$ cat src/rtl/lsaPkg.sv
package lsaPkg;
  // width code carried on reqSize
  typedef enum logic [1:0] {
    SZ_BYTE = 2'd0,
    SZ_HALF = 2'd1,
    SZ_WORD = 2'd2,
    SZ_DBL  = 2'd3
  } accSize_e;

  // strobes from control to datapath
  typedef struct packed {
    logic rdEn;
    logic wrEn;
  } lsaStrobe_t;
endpackage

$ cat src/rtl/lsaCtrl.sv
module lsaCtrl
  import lsaPkg::*;
#(
  parameter int LANE_W = 3,
  parameter int SZ_W   = 2
) (
  input  logic              clk,
  input  logic              rstN,
  input  logic              reqValid,
  input  logic              reqStore,
  input  logic [SZ_W-1:0]   reqSize,
  input  logic [LANE_W-1:0] lane,
  input  logic              memRvalid,
  output lsaStrobe_t        strb,
  output logic              misalignFault,
  output logic              loadValid
);
  logic [LANE_W-1:0] alignMask;
  logic              misaligned;
  logic              loadPending;

  // low-bit mask of the access size: bit b set when b < size code
  always_comb begin
    for (int b = 0; b < LANE_W; b++) begin
      alignMask[b] = (b < int'(reqSize));
    end
  end

  assign misaligned    = |(lane & alignMask);
  assign misalignFault = reqValid & misaligned;
  assign strb.rdEn     = reqValid & ~misaligned & ~reqStore;
  assign strb.wrEn     = reqValid & ~misaligned & reqStore;
  assign loadValid     = memRvalid & loadPending;

  always_ff @(posedge clk or negedge rstN) begin
    if (!rstN) begin
      loadPending <= 1'b0;
    end else if (strb.rdEn) begin
      loadPending <= 1'b1;
    end else if (memRvalid) begin
      loadPending <= 1'b0;
    end
  end
endmodule

$ cat src/rtl/lsaDatapath.sv
module lsaDatapath
  import lsaPkg::*;
#(
  parameter int DATA_W = 64,
  parameter int IMM_W  = 13,
  parameter int BYTES  = DATA_W / 8,
  parameter int LANE_W = $clog2(BYTES),
  parameter int SZ_W   = 2
) (
  input  logic              clk,
  input  logic              rstN,
  input  lsaStrobe_t        strb,
  input  logic [SZ_W-1:0]   reqSize,
  input  logic              reqSigned,
  input  logic              useImm,
  input  logic [IMM_W-1:0]  immOff,
  input  logic [DATA_W-1:0] baseVal,
  input  logic [DATA_W-1:0] regOff,
  input  logic [DATA_W-1:0] storeVal,
  input  logic [DATA_W-1:0] memRdata,
  output logic [DATA_W-1:0] memAddr,
  output logic [BYTES-1:0]  memByteEn,
  output logic [DATA_W-1:0] memWdata,
  output logic [DATA_W-1:0] loadData,
  output logic [LANE_W-1:0] lane
);
  logic [DATA_W-1:0] offset;
  logic [BYTES-1:0]  sizeMask;
  logic [LANE_W-1:0] capLane;
  logic [SZ_W-1:0]   capSize;
  logic              capSigned;
  logic [DATA_W-1:0] rdShifted;

  // effective address
  assign offset  = useImm ? {{(DATA_W-IMM_W){immOff[IMM_W-1]}}, immOff} : regOff;
  assign memAddr = baseVal + offset;
  assign lane    = memAddr[LANE_W-1:0];

  always_comb begin
    for (int b = 0; b < BYTES; b++) begin
      sizeMask[b] = (b < (1 << int'(reqSize)));
    end
  end

  assign memByteEn = (strb.rdEn | strb.wrEn) ? (sizeMask << lane) : '0;
  assign memWdata  = storeVal << {lane, 3'b000};

  // lane, width and signedness of the outstanding load
  always_ff @(posedge clk or negedge rstN) begin
    if (!rstN) begin
      capLane   <= '0;
      capSize   <= '0;
      capSigned <= 1'b0;
    end else if (strb.rdEn) begin
      capLane   <= lane;
      capSize   <= reqSize;
      capSigned <= reqSigned;
    end
  end

  assign rdShifted = memRdata >> {capLane, 3'b000};

  // extend the selected bytes; one branch per width code
  always_comb begin
    loadData = rdShifted;
    for (int k = 0; k <= LANE_W; k++) begin
      if (int'(capSize) == k) begin
        for (int b = 0; b < DATA_W; b++) begin
          loadData[b] = (b < (8 << k)) ? rdShifted[b]
                                       : (capSigned & rdShifted[(8 << k) - 1]);
        end
      end
    end
  end
endmodule

$ cat src/rtl/lsaAligner.sv
module lsaAligner
  import lsaPkg::*;
#(
  parameter int DATA_W = 64,
  parameter int IMM_W  = 13,
  parameter int BYTES  = DATA_W / 8,
  parameter int LANE_W = $clog2(BYTES),
  parameter int SZ_W   = $clog2(LANE_W + 1)
) (
  input  logic              clk,
  input  logic              rstN,
  input  logic              reqValid,
  input  logic              reqStore,
  input  logic [SZ_W-1:0]   reqSize,
  input  logic              reqSigned,
  input  logic              useImm,
  input  logic [IMM_W-1:0]  immOff,
  input  logic [DATA_W-1:0] baseVal,
  input  logic [DATA_W-1:0] regOff,
  input  logic [DATA_W-1:0] storeVal,
  output logic [DATA_W-1:0] memAddr,
  output logic              memRead,
  output logic              memWrite,
  output logic [BYTES-1:0]  memByteEn,
  output logic [DATA_W-1:0] memWdata,
  input  logic [DATA_W-1:0] memRdata,
  input  logic              memRvalid,
  output logic [DATA_W-1:0] loadData,
  output logic              loadValid,
  output logic              misalignFault
);
  lsaStrobe_t        strb;
  logic [LANE_W-1:0] lane;

  lsaCtrl #(.LANE_W(LANE_W), .SZ_W(SZ_W)) ctrl_i (
    .clk(clk), .rstN(rstN), .reqValid(reqValid), .reqStore(reqStore),
    .reqSize(reqSize), .lane(lane), .memRvalid(memRvalid), .strb(strb),
    .misalignFault(misalignFault), .loadValid(loadValid)
  );

  lsaDatapath #(.DATA_W(DATA_W), .IMM_W(IMM_W), .BYTES(BYTES),
                .LANE_W(LANE_W), .SZ_W(SZ_W)) dp_i (
    .clk(clk), .rstN(rstN), .strb(strb), .reqSize(reqSize),
    .reqSigned(reqSigned), .useImm(useImm), .immOff(immOff),
    .baseVal(baseVal), .regOff(regOff), .storeVal(storeVal),
    .memRdata(memRdata), .memAddr(memAddr), .memByteEn(memByteEn),
    .memWdata(memWdata), .loadData(loadData), .lane(lane)
  );

  assign memRead  = strb.rdEn;
  assign memWrite = strb.wrEn;
endmodule

$ cat config.mk
export PLATFORM = sky130hd
export DESIGN_NAME = lsaAligner
export DESIGN_NICKNAME = d
export VERILOG_FILES = /design/src/rtl/lsaPkg.sv /design/src/rtl/lsaCtrl.sv /design/src/rtl/lsaDatapath.sv /design/src/rtl/lsaAligner.sv
export SDC_FILE = /design/constraint.sdc
export NUM_CORES = 1
export LEC_CHECK = 0
export CORE_AREA = 2 2 186 188
export CTS_BUF_LIST = sky130_fd_sc_hd__clkbuf_16
export DETAILED_ROUTE_END_ITERATION = 6
export DIE_AREA = 0 0 188 190
export GPL_TIMING_DRIVEN = 0
export SLEW_MARGIN = 30
export SYNTH_ARGS = -nofsm -noshare
export SYNTH_HDL_FRONTEND = slang
export SYNTH_SLANG_ARGS = --single-unit
$ cat constraint.sdc
create_clock -name clk -period 7.9 [get_ports clk]
set_input_delay 1.185 -clock clk [delete_from_list [all_inputs] [get_ports clk]]
set_output_delay 1.185 -clock clk [all_outputs]
set_load 0.005 [all_outputs]
==> flow_metrics.env <==
export IMPL_fin_tns_setup_ns=0
export IMPL_critPathMaxFanout=10
export IMPL_holdCritStartpoint="ctrl_i.loadPending"
export IMPL_cp_start_kind="primary input"
export IMPL_powerDensity_mw_per_mm2=183.7
export IMPL_syn_mean_instance_area_um2=6.512
export IMPL_tightest_slew_ns=0.9440
export IMPL_hold_ws_ns=0.5180
export IMPL_grt_pass1_vias=11500
export IMPL_initial_core_util=0.2543
export IMPL_hold_end="ctrl_i.loadPending"
export IMPL_synth_distinct_cells=68
export IMPL_cts_tree="yes"
export IMPL_syn_inst=1326
export IMPL_p_clk_frac=0.033
export IMPL_crit_path_cell_trace="clkbuf_2 -> clkbuf_1 -> mux2i_1 -> fa_1 -> nand2b_1 -> a21oi_1 -> nor2_1 -> o41ai_1 -> or2_1 -> a221oi_2 -> o31ai_2 -> a211o_1 -> a41oi_1 -> o21ai_1 -> xor2_1 -> clkdlybuf4s50_1"
export IMPL_ys_warn_count=0
export IMPL_dr_first_iter_drc_count=686
export IMPL_ys_ff_latch=7
export IMPL_worstPathArrival_ns=6.05
export IMPL_max_freq_mhz=138.3
export IMPL_p_switching_mw=1.260
export IMPL_power_switching_share=0.4867
export IMPL_synth_edff_count=0
export IMPL_grt_setup_unrepaired="no"
export IMPL_crit_buf_inv=3
export IMPL_status="finished, final reports clean"
export IMPL_fp_row_count=68
export IMPL_syn_area_mm2=0.008635
export IMPL_hold_viol_final=0
export IMPL_hold_depth=2
export IMPL_slew_viol_final=0
export IMPL_post_drt_wl_per_cell_um=21.23
export IMPL_final_common_cell="clkdlybuf4s50_1"
export IMPL_overflow=0
export IMPL_r2r_start="dp_i.capLane[1]"
export IMPL_drc_errors=0
export IMPL_io_pins=482
export IMPL_grt_pass1_wl_um=70390
export IMPL_wirelength_um=48180
export IMPL_routed_via_count=11910
export IMPL_crit_required_ns=6.71
export IMPL_finalCritPeriodShare=0.9154
export IMPL_p_total_mw=2.590
export IMPL_final_cell_mix="clkdlybuf4s50_1 (479), nand2_1 (204), o21ai_0 (171), nor2_1 (107), a21oi_1 (105)"
export IMPL_numCtsBuffers=3
export IMPL_drive_above_1_share=0.05749
export IMPL_timing_slew_headroom=0.3683
export IMPL_grt_max_degree=11
export IMPL_p_leak_nw=5.926
export IMPL_drv_cap=0
export IMPL_hp_class="reg2reg"
export IMPL_dr_pass1_iters=5
export IMPL_min_period_ns=7.232
export IMPL_die_w_um=188
export IMPL_cp_slowest_cell="clkbuf_1"
export IMPL_fin_skew_ns=0
export IMPL_path_delay_family="compound AO/OA/AOI/OAI gates"
export IMPL_setup_violations=0
export IMPL_max_stage_delay_ns=0.61
export IMPL_post_cts_buffers=0
export IMPL_area_delta_synth_final_pct=63.27
export IMPL_grt_util_all_layers=0.2524
export IMPL_clockBufferDepth=2
export IMPL_end_kind="output pin"
export IMPL_numPlacedInstances=2260
export IMPL_synth_ff_type="dfrtp_1"
export IMPL_r2r_end="dp_i.capLane[1]"
export IMPL_clk_pin_slew_ns=0.04
export IMPL_crit_type="in2out"
export IMPL_syn_nets=1668
export IMPL_die_area_mm2=0.03572
export IMPL_clock_sinks=7
export IMPL_hold_buffers=0
export IMPL_die_y_um=190
export IMPL_antenna_found_initial=6
export IMPL_via_per_inst=5.248
export IMPL_layoutNonFillerInstCount=2269
export IMPL_power_frac_comb=0.946
export IMPL_cts_resized=0
export IMPL_clock_latency_ns=0.23
export IMPL_gp_congestion=0.9403
export IMPL_p_int_mw=1.330
export IMPL_core_mm2=0.03395
export IMPL_num_nets_final=2152
export IMPL_cts_htree_levels=1
export IMPL_yosysSeqAreaShare=0.02029
export IMPL_rr_worst_depth=7
export IMPL_dpl_hpwl_um=40150
export IMPL_ys_async_sr_fraction=1.000
export IMPL_ff2ff_setup_slack_ns=5.02
export IMPL_sequentialPowerShare=0.021
export IMPL_port_buffers=479
export IMPL_ir_worst_vdd_mv=0.09274
export IMPL_clockRootBuffer="clkbuf_16"
export IMPL_final_antenna_net_count=0
==> cells by family (layout without fill, tap and decap cells) <==
kind of cell	after synthesis	in the layout	share of synthesized area
DFF	7	7	0.02029
other	0	5	0
and+or+nand+nor	419	419	0.2092
muxes	157	157	0.2332
xor gates and xnor gates	62	62	0.06289
AOI/OAI and AO/OA	432	432	0.2997
buffers and inverters	185	668	0.08115
adders and majority gates	64	64	0.09361
==> synthesized netlist by cell type (all sizes together), types with 31 or more instances <==
library cell | n | area [um2]
nand2 | 204 | 765.7
o21ai | 188 | 940.9
a21oi | 107 | 543.0
nor2 | 107 | 401.6
inv | 98 | 367.9
mux2i | 83 | 830.8
clkbuf | 64 | 240.2
ha | 63 | 788.3
mux2 | 43 | 484.2
a21o | 35 | 270.3
xnor2 | 35 | 306.5
mux4 | 31 | 698.2
==> layer usage <==
metal | global-route usage | vias to the layer above | part of all wire
li1 | - | 5708 | -
met1 | 0.3281 | 5619 | 0.43
met2 | 0.4391 | 503 | 0.48
met3 | 0.03062 | 75 | 0.060
met4 | 0.06905 | 2 | 0.027
met5 | 0 | - | 0.00027
==> stage by stage <==
stage               utilization  cell area [um2]  setup WS, ns
floorplan                     -             8635         2.233
CTS                      0.4149            14080        0.6198
global placement         0.4124            14000        0.2623
finish                   0.4153            14100        0.6684
global route             0.4153            14100        0.3064
detailed placement       0.4125            14000        0.6393
==> power by group through the flow <==
stage	combinational, mW	sequential [mW]	clock [mW]
CTS	2.44	0.0543	0.0883
detailed placement	2.42	0.0547	0
finish	2.45	0.0545	0.0867
global route	2.60	0.0566	0.0909
global placement	2.43	0.0542	0
floorplan	1.14	0.0524	0
==> final cells by class <==
type                            count  area [um2]
Clock inverter                      1       3.754
Multi-Input combinational cell   1134        7764
Sequential cell                     7       175.2
Inverter                           99       371.6
Fill cell                        3597       19850
Clock buffer                        3       75.07
Timing Repair Buffer              479        4795
Tap cell                          455       569.3
Antenna cell                        5       12.51
Buffer                             86       331.6
==> worst max path at each step <==
stage	start	slack (ns)	endpoint	cells after the start
3_3_place_gp	useImm	0.26	memAddr[63]	16
4_1_cts	useImm	0.62	memAddr[54]	16
5_1_grt	useImm	0.31	memAddr[57]	17
6_report	useImm	0.67	memAddr[54]	16
2_1_floorplan	useImm	2.23	memAddr[63]	16
3_5_place_dp	useImm	0.64	memAddr[54]	16
==> worst reg2reg max path, cell delays in order (launching register included) <==
cell and delay [ns]:
dfrtp_1 0.31, clkbuf_1 0.25, buf_2 0.40, buf_2 0.41, buf_1 0.67, clkbuf_1 0.57, nand2_1 0.09, o21ai_0 0.10
==> registers in the layout, summed over array words and instances, names as in the netlist <==
signal,count
dp_i.capLane,3
dp_i.capSize,2
ctrl_i.loadPending,1
dp_i.capSigned,1
No activity file was read; power rests on OpenSTA's default activity.
